`src/rtl/tx_replay_pkg.sv`:
```
package tx_replay_pkg;
  typedef enum logic [7:0] {
    ST_IDLE    = 8'd0,
    ST_PREP    = 8'd1,
    ST_LOAD    = 8'd2,
    ST_WSYNC   = 8'd3,
    ST_PLAY    = 8'd4,
    ST_DONE    = 8'd5
  } state_e;

  localparam logic [1:0] SYNC_AUTO = 2'd0;
  localparam logic [1:0] SYNC_HW   = 2'd1;
  localparam logic [1:0] SYNC_SW   = 2'd2;
endpackage

```
`src/rtl/tx_replay_mem.sv`:
```
module tx_replay_mem #(
  parameter int DATA_W = 32,
  parameter int ADDR_W = 4
) (
  input  logic              clk_i,
  input  logic              we_i,
  input  logic [ADDR_W-1:0] waddr_i,
  input  logic [DATA_W-1:0] wdata_i,
  input  logic [ADDR_W-1:0] raddr_i,
  output logic [DATA_W-1:0] rdata_o
);
  localparam int DEPTH = 1 << ADDR_W;

  logic [DATA_W-1:0] mem_q [DEPTH];

  always_ff @(posedge clk_i) begin
    if (we_i) mem_q[waddr_i] <= wdata_i;
  end

  assign rdata_o = mem_q[raddr_i];
endmodule

```
`src/rtl/tx_replay_sync.sv`:
```
module tx_replay_sync
  import tx_replay_pkg::*;
(
  input  logic [1:0] mode_i,
  input  logic       hw_sync_i,
  input  logic       sw_sync_i,
  output logic       auto_o,
  output logic       sync_o
);
  always_comb begin
    auto_o = 1'b0;
    sync_o = 1'b0;
    unique case (mode_i)
      SYNC_AUTO: auto_o = 1'b1;
      SYNC_HW:   sync_o = hw_sync_i;
      SYNC_SW:   sync_o = sw_sync_i;
      default:   ;
    endcase
  end
endmodule

```
`src/rtl/tx_replay_fsm.sv`:
```
module tx_replay_fsm
  import tx_replay_pkg::*;
#(
  parameter int ADDR_W = 4
) (
  input  logic              clk_i,
  input  logic              rst_ni,
  input  logic              soft_rst_i,
  input  logic              hold_i,
  input  logic              init_req_i,
  input  logic              auto_i,
  input  logic              sync_i,
  input  logic              oneshot_i,
  input  logic              beat_valid_i,
  input  logic              beat_last_i,
  input  logic              rd_ready_i,
  output logic              load_ready_o,
  output logic              wr_en_o,
  output logic [ADDR_W-1:0] wr_addr_o,
  output logic              wr_last_o,
  output logic [ADDR_W-1:0] rd_addr_o,
  output logic              play_valid_o,
  output logic              init_ack_o,
  output logic              empty_err_o,
  output logic [7:0]        state_o
);
  state_e            state_q;
  logic [ADDR_W-1:0] wr_ptr_q, rd_ptr_q, len_q;
  logic              have_q, err_q;
  logic              accept, at_top, fire, at_end;

  assign load_ready_o = !hold_i && state_q == ST_LOAD && !sync_i;
  assign accept       = load_ready_o && beat_valid_i;
  assign at_top       = &wr_ptr_q;
  assign wr_en_o      = accept;
  assign wr_last_o    = accept && (beat_last_i || at_top);
  assign wr_addr_o    = wr_ptr_q;
  assign rd_addr_o    = rd_ptr_q;
  assign play_valid_o = !hold_i && state_q == ST_PLAY && have_q;
  assign fire         = play_valid_o && rd_ready_i;
  assign at_end       = rd_ptr_q == len_q;
  assign init_ack_o   = state_q == ST_LOAD || state_q == ST_WSYNC;
  assign empty_err_o  = err_q;
  assign state_o      = state_q;

  always_ff @(posedge clk_i or negedge rst_ni) begin
    if (!rst_ni) begin
      state_q  <= ST_IDLE;
      wr_ptr_q <= '0;
      rd_ptr_q <= '0;
      len_q    <= '0;
      have_q   <= 1'b0;
      err_q    <= 1'b0;
    end else if (soft_rst_i) begin
      state_q  <= ST_IDLE;
      wr_ptr_q <= '0;
      rd_ptr_q <= '0;
      len_q    <= '0;
      have_q   <= 1'b0;
      err_q    <= 1'b0;
    end else if (!hold_i) begin
      if (state_q == ST_PLAY && !have_q && rd_ready_i) err_q <= 1'b1;
      unique case (state_q)
        ST_IDLE, ST_DONE: if (init_req_i) state_q <= ST_PREP;
        ST_PREP: begin
          wr_ptr_q <= '0;
          have_q   <= 1'b0;
          state_q  <= ST_LOAD;
        end
        ST_LOAD: begin
          if (accept) begin
            wr_ptr_q <= wr_ptr_q + 1'b1;
            len_q    <= wr_ptr_q;
            have_q   <= 1'b1;
            if (wr_last_o) begin
              rd_ptr_q <= '0;
              state_q  <= auto_i ? ST_PLAY : ST_WSYNC;
            end
          end else if (sync_i) begin
            rd_ptr_q <= '0;
            state_q  <= ST_PLAY;
          end
        end
        ST_WSYNC: if (sync_i) begin
          rd_ptr_q <= '0;
          state_q  <= ST_PLAY;
        end
        ST_PLAY: if (fire) begin
          if (!at_end)        rd_ptr_q <= rd_ptr_q + 1'b1;
          else if (oneshot_i) state_q  <= ST_DONE;
          else                rd_ptr_q <= '0;
        end
        default: state_q <= ST_IDLE;
      endcase
    end
  end

  // write address steps by one between consecutive non-final beats
  a_r3_addr_step: assert property (@(posedge clk_i) disable iff (!rst_ni)
    (wr_en_o && !wr_last_o && !soft_rst_i) |=> wr_addr_o == $past(wr_addr_o) + 1'b1);
  a_r7_no_write_in_play: assert property (@(posedge clk_i) disable iff (!rst_ni)
    (state_q == ST_PLAY) |-> !wr_en_o);
  a_r9_done_silent: assert property (@(posedge clk_i) disable iff (!rst_ni)
    (state_q == ST_DONE) |-> !play_valid_o);
  a_r10_err_sticky: assert property (@(posedge clk_i) disable iff (!rst_ni)
    (err_q && !soft_rst_i) |=> err_q);
  a_r12_soft_idle: assert property (@(posedge clk_i) disable iff (!rst_ni)
    soft_rst_i |=> (state_q == ST_IDLE && !err_q));
endmodule

```
`src/rtl/tx_replay_ctrl.sv`:
```
module tx_replay_ctrl #(
  parameter int DATA_W = 32,
  parameter int ADDR_W = 4
) (
  input  logic              clk_i,
  input  logic              rst_ni,
  input  logic              soft_rst_i,
  input  logic              init_req_i,
  output logic              init_ack_o,
  input  logic [1:0]        sync_mode_i,
  input  logic              hw_sync_i,
  input  logic              sw_sync_i,
  input  logic              oneshot_i,
  input  logic              bypass_i,
  input  logic              s_valid_i,
  input  logic [DATA_W-1:0] s_data_i,
  input  logic              s_last_i,
  output logic              s_ready_o,
  output logic              m_valid_o,
  output logic [DATA_W-1:0] m_data_o,
  input  logic              m_ready_i,
  output logic              wr_en_o,
  output logic [ADDR_W-1:0] wr_addr_o,
  output logic [DATA_W-1:0] wr_data_o,
  output logic              wr_last_o,
  output logic              empty_err_o,
  output logic [7:0]        state_o
);
  logic              auto_sel, sync_hit, load_ready, play_valid;
  logic [ADDR_W-1:0] rd_addr;
  logic [DATA_W-1:0] rd_data;

  tx_replay_sync u_sync (
    .mode_i   (sync_mode_i),
    .hw_sync_i(hw_sync_i),
    .sw_sync_i(sw_sync_i),
    .auto_o   (auto_sel),
    .sync_o   (sync_hit)
  );

  tx_replay_fsm #(.ADDR_W(ADDR_W)) u_fsm (
    .clk_i       (clk_i),
    .rst_ni      (rst_ni),
    .soft_rst_i  (soft_rst_i),
    .hold_i      (bypass_i),
    .init_req_i  (init_req_i),
    .auto_i      (auto_sel),
    .sync_i      (sync_hit),
    .oneshot_i   (oneshot_i),
    .beat_valid_i(s_valid_i),
    .beat_last_i (s_last_i),
    .rd_ready_i  (m_ready_i),
    .load_ready_o(load_ready),
    .wr_en_o     (wr_en_o),
    .wr_addr_o   (wr_addr_o),
    .wr_last_o   (wr_last_o),
    .rd_addr_o   (rd_addr),
    .play_valid_o(play_valid),
    .init_ack_o  (init_ack_o),
    .empty_err_o (empty_err_o),
    .state_o     (state_o)
  );

  tx_replay_mem #(.DATA_W(DATA_W), .ADDR_W(ADDR_W)) u_mem (
    .clk_i  (clk_i),
    .we_i   (wr_en_o),
    .waddr_i(wr_addr_o),
    .wdata_i(s_data_i),
    .raddr_i(rd_addr),
    .rdata_o(rd_data)
  );

  assign wr_data_o = s_data_i;
  assign s_ready_o = bypass_i ? m_ready_i : load_ready;
  assign m_valid_o = bypass_i ? s_valid_i : play_valid;
  assign m_data_o  = bypass_i ? s_data_i  : rd_data;

  a_r11_bypass_no_write: assert property (@(posedge clk_i) disable iff (!rst_ni)
    bypass_i |-> !wr_en_o);
  a_r11_bypass_state_held: assert property (@(posedge clk_i) disable iff (!rst_ni)
    ($past(bypass_i) && !$past(soft_rst_i)) |-> $stable(state_o));
endmodule

```
`config.mk`:
```
export PLATFORM = sky130hd
export DESIGN_NAME = tx_replay_ctrl
export DESIGN_NICKNAME = d
export VERILOG_FILES = /design/src/rtl/tx_replay_pkg.sv /design/src/rtl/tx_replay_mem.sv /design/src/rtl/tx_replay_sync.sv /design/src/rtl/tx_replay_fsm.sv /design/src/rtl/tx_replay_ctrl.sv
export SDC_FILE = /design/constraint.sdc
export NUM_CORES = 1
export LEC_CHECK = 0
export ABC_AREA = 0
export BUFFER_PORTS_ARGS = -buffer_cell sky130_fd_sc_hd__buf_4
export CORE_ASPECT_RATIO = 1.25
export CORE_MARGIN = 5
export CORE_UTILIZATION = 50
export DETAILED_ROUTE_END_ITERATION = 8
export GPL_TIMING_DRIVEN = 0
export PLACE_DENSITY = 0.7
export SETUP_SLACK_MARGIN = 0.02
export SYNTH_ARGS = -nofsm -noshare
export SYNTH_HDL_FRONTEND = slang
export SYNTH_SLANG_ARGS = --single-unit
export TNS_END_PERCENT = 5
```
`constraint.sdc`:
```
create_clock -name clk_i -period 3.1 [get_ports clk_i]
set_input_delay 0.465 -clock clk_i [delete_from_list [all_inputs] [get_ports clk_i]]
set_output_delay 0.465 -clock clk_i [all_outputs]
set_load 0.005 [all_outputs]
```
==> results.toml, run 1 <==
[status]
outcome = "finished clean"

[placed_design]
place_inst = 1866
port_buffers = 125
place_ws_ps = -171
hpwl_um = 31600
placed_cell_area_sq_um = 23500
gp_congestion = 0.856

[logic_synthesis]
synth_seq_area_share_pct = 74.2
yosysUniqueCellTypes = 55
ys.flop_type = "edfxtp_1"
synth_top_cell_area_share_pct = 71.6
synthTopCellsByArea = "edfxtp_1 (72%), mux4_2 (10%), mux2i_1 (3.0%), o221ai_1 (2.6%), dfrtp_1 (2.6%)"
yosys_register_bits = 534
syn_area_sq_um = 21500
synth.most_common_cell = "edfxtp_1"
synth_edf_count = 512
synth_warnings = 0
synth-async-reset-ratio_pct = 4.12
netlist_instances = 1160
synth_common_cells = "edfxtp_1 (512), mux4_2 (96), nand2_1 (87)"
synth_area_per_cell_sq_um = 18.5
syn_nets = 1213
synth.largest_area_cell = "edfxtp_1"

[route]
drtIter0Drc = 991
ant_nets = 0
drc = 0
drt_first_pass_iters = 8
vias = 11800
routed_wl_um = 50100
routedWlPerCell_um = 25.6
viasPerCell = 6.02

[floorplan]
die-width_um = 195
initial_core_util_pct = 50.2
die_h_um = 242
core_area_sq_um = 42800
die_area_sq_um = 47200
row_count = 85
num_io_pins = 127

[setup_path]
rrSetupSlack_ps = 120
start_kind = "flip-flop"
crit_family = "buffers and inverters"
cp_num_buf_inv = 3
worstSetupPathType = "flip-flop to primary output"
cp.arrival_ps = 2600
cpPeakStageDelay_ps = 500
rr_endpoint = "u_mem.mem_q[12][22]"
reg2reg_depth = 7
critPathSlowestCell = "dfrtp_1"
r2r_start = "u_fsm.state_o[5]"
crit_required_ps = 2630
crit_fanout = 10
cp_cell_sequence = "or2_2 -> clkbuf_1 -> clkbuf_2 -> o221ai_1 -> o21ai_1 -> buf_4"
worstSetupEndpointType = "primary output"

[timing]
worst_pin_slew_ps = 975
setup_violations = 0
clock.fmax_mhz = 327
fin_skew_ps = 16.7
holdWs_ps = 219
layout_min_cycle_time_ps = 3060
fin_crit_sh_pct = 98.7
setup_tns_ps = 0
final-max-slew-violation-count = 0
rsz0062_at_grt = "true"
slew-limit-headroom_pct = 35.0
hold_violations = 0
worst_slack_ps = 38.9

[min_path]
whs_path_depth = 1
hold_start = "s_data_i[3]"
hp-class = "input pin to flip-flop"
min_to = "u_mem.mem_q[14][3]"

[layout]
layout-area-overhead-vs-synth_pct = 19.1
fin_util_pct = 59.8
final_cells = 1956
nNetsFinal = 1410
drive_gt1_share_pct = 33.6
design_area_sq_um = 25600
antennaDiodeCount = 0

[cts]
clk_pin_slew_ps = 70
clock-sinks = 534
ctsLongestPathBuffers = 3
numCtsBuffers = 48
htreeDepth = 2
cts-root-buf = "clkbuf_16"
cts_tree = "yes"
clk-insertion-delay-late_ps = 560

[global_routing]
antenna_found_initial = 1
grt_pass1_wl_um = 75800
grt_usage_pct = 21.1
grt_pass1_vias = 12100
grt_max_degree = 30
overflow = 0

[pwr]
powerDensity_nw_per_um2 = 551
worst_ir_drop_vdd_uv = 359
power.total_mw = 14.1
leakage_nw = 8.17

[job]
maxCapViolCount = 0
where the power goes:
part	leakage [nW]	internal, mW	switching [mW]	total [mW]
Clock	0.671	2.89	2.47	5.36
Sequential	4.90	7.95	0.0221	7.97
Combinational	2.59	0.326	0.443	0.769
Total	8.17	11.2	2.93	14.1
placed cells by master (no fill, tap or decap), types with 5 or more instances in the layout:
cell type and n:
o221ai_2 30, dfrtp_1 21, buf_12 14, nand3_1 8, and2_4 5, inv_1 9
and2_2 7, a21oi_1 11, mux2i_1 53, o221ai_1 32, buf_6 7, edfxtp_1 512
clkbuf_16 49, clkinv_2 8, nor3_1 9, mux2i_2 10, nand2b_1 5, clkbuf_2 11
nor2_1 14, clkinv_1 12, buf_16 8, mux4_2 96, buf_8 5, o21ai_0 13
o21ai_1 57, ha_1 8, nand2_1 86, clkbuf_1 26, buf_4 172, nor2b_1 8
o21ai_2 10
cell families after synthesis:
group	Yosys count	synth area share (%)
flops	534	74.2
compound gates	178	5.71
simple gates	166	3.71
mux	160	13.1
buf+inv	108	2.66
fa+ha+maj	8	0.466
xor+xnor	6	0.245
registers in the layout, summed over array words and instances, names as in the netlist:
register / count
u_mem.mem_q: 512
u_fsm.state_o: 8
u_fsm.len_q: 4
u_fsm.rd_addr_o: 4
u_fsm.wr_addr_o: 4
u_fsm.empty_err_o: 1
u_fsm.have_q: 1
metal layers:
| layer | vias to the layer above | track usage [%] | routed length [um] |
|---|---|---|---|
| met3 | 102 | 4.05 | 3840 |
| met4 | 2 | 5.90 | 1410 |
| met1 | 6072 | 28.2 | 19300 |
| li1 | 5075 | - | - |
| met2 | 524 | 35.7 | 25600 |
| met5 | - | 0 | 7 |
cell type report:
| type | instances | area, sq um |
|---|---|---|
| fillers | 3133 | 17200 |
| flip-flops and latches | 534 | 15900 |
| multi-input cells | 518 | 5360 |
| repair buffers | 147 | 1390 |
| clock buffers | 60 | 1270 |
| plain buffers | 98 | 777 |
| well taps | 565 | 707 |
| clock inverters | 24 | 114 |
| inverters | 10 | 37.5 |
worst reg2reg max path, cell delays in order, from the launching register on:
cell and delay [ps]:
dfrtp_1 410, or3_4 440, nor3_4 300, nand3_1 210, clkbuf_2 270, nor2_1 270
and3_2 500, buf_12 250
how the worst max path moves through the flow:
stage / startpoint / end / cells after the start
2_1_floorplan: u_fsm.state_o[5] / u_mem.mem_q[13][0] / 6
3_5_place_dp: u_fsm.rd_addr_o[2] / m_data_o[20] / 9
3_3_place_gp: sync_mode_i[1] / u_mem.mem_q[9][17] / 10
5_1_grt: u_fsm.rd_addr_o[0] / m_data_o[15] / 10
4_1_cts: u_fsm.rd_addr_o[0] / m_data_o[24] / 10
6_report: u_fsm.rd_addr_o[3] / m_data_o[24] / 6
timing repair:
item                                    CTS  global route
gates resized for setup                 119            43
hold endpoints to repair                 22             0
hold buffers                              1             0
pin swaps                                 2            14
endpoints found under the setup margin   46           238
buffers inserted                          1             4
Power figures use the tool's default switching activity.
==> inputs of run 2 (changes only) <==
CELL_PAD_IN_SITES_DETAIL_PLACEMENT = 1   (was not set)
CELL_PAD_IN_SITES_GLOBAL_PLACEMENT = 1   (was not set)
CORE_ASPECT_RATIO = 0.5   (was 1.25)
CORE_UTILIZATION = 47   (was 50)
PLACE_DENSITY = not set   (was 0.7)
PLACE_DENSITY_LB_ADDON = 0.1   (was not set)
==> run 2 against run 1 <==
  * Power up 2.9%
  * Critical path type unchanged
  * Design area decreased by 0.17%
  * Fmax down 0.79%
  * Critical path depth grew 2
  * Worst setup slack got worse by 24 ps
==> results.toml, run 2 (same netlist as run 1, synthesis figures left out) <==
[status]
outcome = "finished clean"

[pwr]
p_comb_share_pct = 5.3
worst_ir_drop_vdd_uv = 325
p_sw_share_pct = 21.3
p_sw_mw = 3.08
seqPwrFrac_pct = 55.0
leakage_nw = 8.15
cell_internal_pwr_mw = 11.4
powerDensity_nw_per_um2 = 568
power.share.clock_pct = 39.7

[floorplan]
num_io_pins = 127
die_area_sq_um = 50300
die_h_um = 161
initial_core_util_pct = 47.5
die-width_um = 312
core_area_sq_um = 45200
row_count = 55

[timing]
setup_violations = 0
fin_skew_ps = 15.5
layout_min_cycle_time_ps = 3090
hold_violations = 0
slew-limit-headroom_pct = 38.3
rsz0062_at_grt = "true"
clock.fmax_mhz = 324
fin_crit_sh_pct = 99.5
worst_pin_slew_ps = 925
final-max-slew-violation-count = 0
setup_tns_ps = 0

[cts]
cts_tree = "yes"
htreeDepth = 2
clk_pin_slew_ps = 70
clk-insertion-delay-late_ps = 570
numCtsBuffers = 48
cts-root-buf = "clkbuf_16"
clock-sinks = 534
ctsLongestPathBuffers = 3

[setup_path]
reg2reg_depth = 6
worstSetupPathType = "flip-flop to primary output"
start_kind = "flip-flop"
rrSetupSlack_ps = 60
crit_fanout = 10
cp.arrival_ps = 2620
r2r_start = "u_fsm.state_o[5]"
crit_required_ps = 2630
worstSetupEndpointType = "primary output"
rr_endpoint = "u_mem.mem_q[3][2]"

[global_routing]
grt_max_degree = 28
grt_usage_pct = 21.5
grt_pass1_wl_um = 81300
antenna_found_initial = 1
overflow = 0
grt_pass1_vias = 12500

[route]
drt_first_pass_iters = 5
drtIter0Drc = 1214
ant_nets = 0
drc = 0
routed_wl_um = 54800
vias = 11800
viasPerCell = 5.94
routedWlPerCell_um = 27.6

[placed_design]
place_inst = 1899
hpwl_um = 35500
gp_congestion = 0.819
port_buffers = 125

[layout]
antennaDiodeCount = 0
nNetsFinal = 1405
regMostFlops = "u_mem.mem_q"
layout_commonest_cell = "edfxtp_1"
drive_gt1_share_pct = 33.0
largest_reg_flops = 512
final_cell_mix = "edfxtp_1 (512), buf_4 (171), mux4_2 (96)"
final_cells = 1983
layout-area-overhead-vs-synth_pct = 18.9
fillers = 4036

[min_path]
min_to = "u_mem.mem_q[14][31]"
whs_path_depth = 1
hold_start = "s_data_i[31]"
hp-class = "input pin to flip-flop"

[job]
maxCapViolCount = 0
==> run 2: cell count changes in the layout (fill, tap and decap cells not counted), moves of 4 or more <==
cell,change
o21ai_2,-5
o221ai_1,+4
buf_6,-4
clkinv_1,-6
buf_12,+4
buf_16,-5
o21ai_1,+6
==> run 2: worst max-delay path by stage <==
stage                            start                  end  slack, ps
finish              u_fsm.rd_addr_o[3]         m_data_o[25]         10
global placement        sync_mode_i[1]  u_mem.mem_q[11][10]       -990
global route        u_fsm.rd_addr_o[1]          m_data_o[8]       -120
floorplan             u_fsm.state_o[5]   u_mem.mem_q[13][0]        240
detailed placement            bypass_i         m_data_o[12]       -530
CTS                   u_fsm.state_o[5]    u_mem.mem_q[1][0]        -40
==> run 2: final cells by class <==
| cell class | count | area (sq um) | share of cell area, % |
|---|---|---|---|
| inverter | 10 | 37.5 | 0.147 |
| multi-input combinational | 518 | 5280 | 20.7 |
| timing repair buffer | 143 | 1290 | 5.06 |
| buffer | 97 | 787 | 3.08 |
| clock buffer | 60 | 1270 | 4.96 |
| sequential | 534 | 15900 | 62.4 |
| clock inverter | 23 | 193 | 0.755 |
| tap | 598 | 748 | 2.93 |
==> run 2: layer usage <==
layer	routed length, um	up-vias	GRT usage, %	share of wire [%]
met2	25600	378	34.3	47
met1	24700	6262	31.6	45
met3	3410	67	4.03	6.2
li1	-	5074	-	-
met5	0	-	0	0
met4	1060	0	4.80	1.9
==> run 2: power groups by stage <==
stage	Combinational [mW]	Clock, mW	Sequential [mW]
2_1_floorplan	0.357	0	8.13
3_3_place_gp	0.727	0	8.13
3_5_place_dp	0.765	0	8.13
4_1_cts	0.769	5.86	7.97
5_1_grt	0.837	6.23	7.97
6_report	0.770	5.76	7.97
==> run 2: worst max-delay path, stage by stage (launching register included) <==
cell and delay, ps:
dfrtp_2 520, clkbuf_2 370, clkbuf_4 360, o221ai_2 200, o21ai_1 140, nand2_1 80
o221ai_1 110, o21ai_1 90, buf_4 180
==> run 2: per-stage QoR <==
step | setup slack (ps) | hold slack [ps] | cell area [sq um] | power [mW] | util [%]
global placement | -986 | 370 | 23200 | 8.86 | 51.2
finish | 14.6 | 203 | 25500 | 14.5 | 56.5
floorplan | 239 | 169 | 21500 | 8.49 | -
CTS | -37.1 | 181 | 25400 | 14.6 | 56.2
detailed placement | -534 | 375 | 23500 | 8.90 | 52.0
global route | -119 | 193 | 25500 | 15.0 | 56.5
==> run 2: what timing repair did <==
action / 4_1_cts / 5_1_grt
resized for setup: 117 / 34
endpoints found under the setup margin: 188 / 205
buffers inserted: 1 / 0
pin swaps: 1 / 5
endpoints found under the hold margin: 22 / 0
hold buffers: 1 / 0
==> inputs of run 3 (changes only) <==
BUFFER_PORTS_ARGS = not set   (was -buffer_cell sky130_fd_sc_hd__buf_4)
CORE_UTILIZATION = 50   (was 47)
DONT_BUFFER_PORTS = 1   (was not set)
SKIP_LAST_GASP = 1   (was not set)
==> run 3 against run 2 <==
  * The run now ends with negative setup slack left
  * Combinational power is 18% lower
  * Clock skew is 3.3 ps higher
  * Critical path depth is 1 lower
  * Global-route usage is 2.6 points higher
  * Worst setup slack worse by 98 ps
  * Count of clock-buffer cells in the layout is 3 lower
  * Utilization is 2.2 points higher
  * Design area is 3.2% lower
  * Register-to-register slack worse by 140 ps
  * First-iteration DRC count is 10% lower
  * Sequential power hardly changed
  * Power is 0.64% higher
  * Largest cell class unchanged
  * Largest power group unchanged
  * Highest routed layer unchanged
==> results.toml, run 3 (same netlist as run 1, synthesis figures left out) <==
[global_routing]
overflow = 0
antenna_found_initial = 0
grt_max_degree = 25
grt_usage_pct = 24.2
grt_pass1_vias = 12400
grt_pass1_wl_um = 83800

[route]
drt_first_pass_iters = 5
vias = 11600
drc = 0
routedWlPerCell_um = 30.3
ant_nets = 0
drtIter0Drc = 1093
viasPerCell = 6.18
routed_wl_um = 56800

[timing]
fin_skew_ps = 18.8
setup_tns_ps = -3340
final-max-slew-violation-count = 0
holdWs_ps = 225
layout_min_cycle_time_ps = 3180
rsz0062_at_grt = "true"
fin_crit_sh_pct = 103
clock.fmax_mhz = 314
hold_violations = 0
worst_pin_slew_ps = 1020
setup_violations = 102
worst_slack_ps = -83.1
slew-limit-headroom_pct = 31.6

[layout]
final_cells = 1878
layout_commonest_cell = "edfxtp_1"
final_cell_mix = "edfxtp_1 (512), mux4_2 (96), nand2_1 (87)"
largest_reg_flops = 512
regMostFlops = "u_mem.mem_q"
fillers = 3714
drive_gt1_share_pct = 24.1
layout-area-overhead-vs-synth_pct = 15.2
nNetsFinal = 1314

[placed_design]
gp_congestion = 0.796
port_buffers = 0
place_ws_ps = -134
place_inst = 1753
hpwl_um = 36100

[setup_path]
worstSetupEndpointType = "flip-flop"
cp-startpoint = "u_fsm.state_o[5]"
rr_endpoint = "u_mem.mem_q[7][10]"
start_kind = "flip-flop"
cp.arrival_ps = 3450
r2r_start = "u_fsm.state_o[5]"
crit_fanout = 18
crit_required_ps = 3370
worstSetupPathType = "flip-flop to flip-flop"
rrSetupSlack_ps = -80
critPathCapture = "u_mem.mem_q[7][10]"
reg2reg_depth = 7

[floorplan]
die-width_um = 303
initial_core_util_pct = 50.9
core_area_sq_um = 42200
num_io_pins = 127
die_area_sq_um = 47400
row_count = 53
die_h_um = 157

[cts]
clock-sinks = 534
clk-insertion-delay-late_ps = 580
cts-root-buf = "clkbuf_16"
cts_tree = "yes"
htreeDepth = 2
ctsLongestPathBuffers = 3
numCtsBuffers = 48
clk_pin_slew_ps = 70

[status]
outcome = "finished with violations"
failed_checks = "negative setup slack"

[pwr]
worst_ir_drop_vdd_uv = 544
leakage_nw = 7.66
powerDensity_nw_per_um2 = 590

[min_path]
hp-class = "input pin to flip-flop"

[job]
maxCapViolCount = 0
==> run 3: cell types whose count changed in the layout (fill, tap and decap cells not counted), sizes merged <==
cell / delta
diode: +1
clkbuf: +2
dlygate4sd3: +32
inv: -1
clkinv: +6
bufinv: +2
clkinvlp: +2
buf: -128
==> run 3: through the flow <==
stage	cell area, sq um	util [%]	power (mW)
floorplan	21500	-	8.49
global placement	22200	52.6	8.62
detailed placement	22500	53.4	8.64
CTS	24700	58.5	14.7
global route	24700	58.6	15.1
finish	24700	58.6	14.6
==> run 3: per-layer routing <==
layer	vias to the layer above	GRT usage, %	share of wire [%]	wire, um
li1	4900	-	-	-
met1	6238	35.2	44	25000
met2	392	38.5	47	26900
met3	74	4.92	6.6	3740
met4	0	5.43	2.0	1130
met5	-	0	0	0
==> run 3: worst min path at each step <==
stage / start / end / slack, ps / depth (start not counted)
CTS: m_ready_i / u_fsm.empty_err_o / 210 / 3
floorplan: rst_ni / u_fsm.empty_err_o / 170 / 0
global placement: rst_ni / u_fsm.state_o[0] / 170 / 0
detailed placement: rst_ni / u_fsm.state_o[2] / 170 / 0
finish: m_ready_i / u_fsm.empty_err_o / 220 / 3
global route: m_ready_i / u_fsm.empty_err_o / 220 / 3
==> run 3: area by class of cell <==
type | count | area (sq um) | share of cell area [%]
repair buffers | 51 | 691 | 2.79
inverters | 10 | 37.5 | 0.152
clock buffers | 57 | 1230 | 4.99
well taps | 577 | 722 | 2.92
clock inverters | 32 | 309 | 1.25
diodes | 1 | 2.50 | 0.0101
multi-input cells | 518 | 5120 | 20.7
plain buffers | 98 | 683 | 2.76
flip-flops and latches | 534 | 15900 | 64.4
==> run 3: repair_timing <==
| action | CTS | global route |
|---|---|---|
| buffers inserted | 0 | 2 |
| endpoints found under the setup margin | 253 | 380 |
| hold endpoints to repair | 534 | 0 |
| hold buffers | 33 | 0 |
| pin swaps | 1 | 1 |
| gates resized for setup | 87 | 6 |
==> run 3: where the power goes <==
part	switching (mW)	internal, mW
logic	0.409	0.221
registers	0.0289	7.95
clock network	2.70	3.28
total	3.14	11.5
==> run 3: critical path, stage by stage (launching register included) <==
cell and delay, ps:
dfrtp_1 430, or3_4 450, nor3_2 370, nand3_1 240
inv_2 210, and3_1 290, and2_2 580, buf_12 260
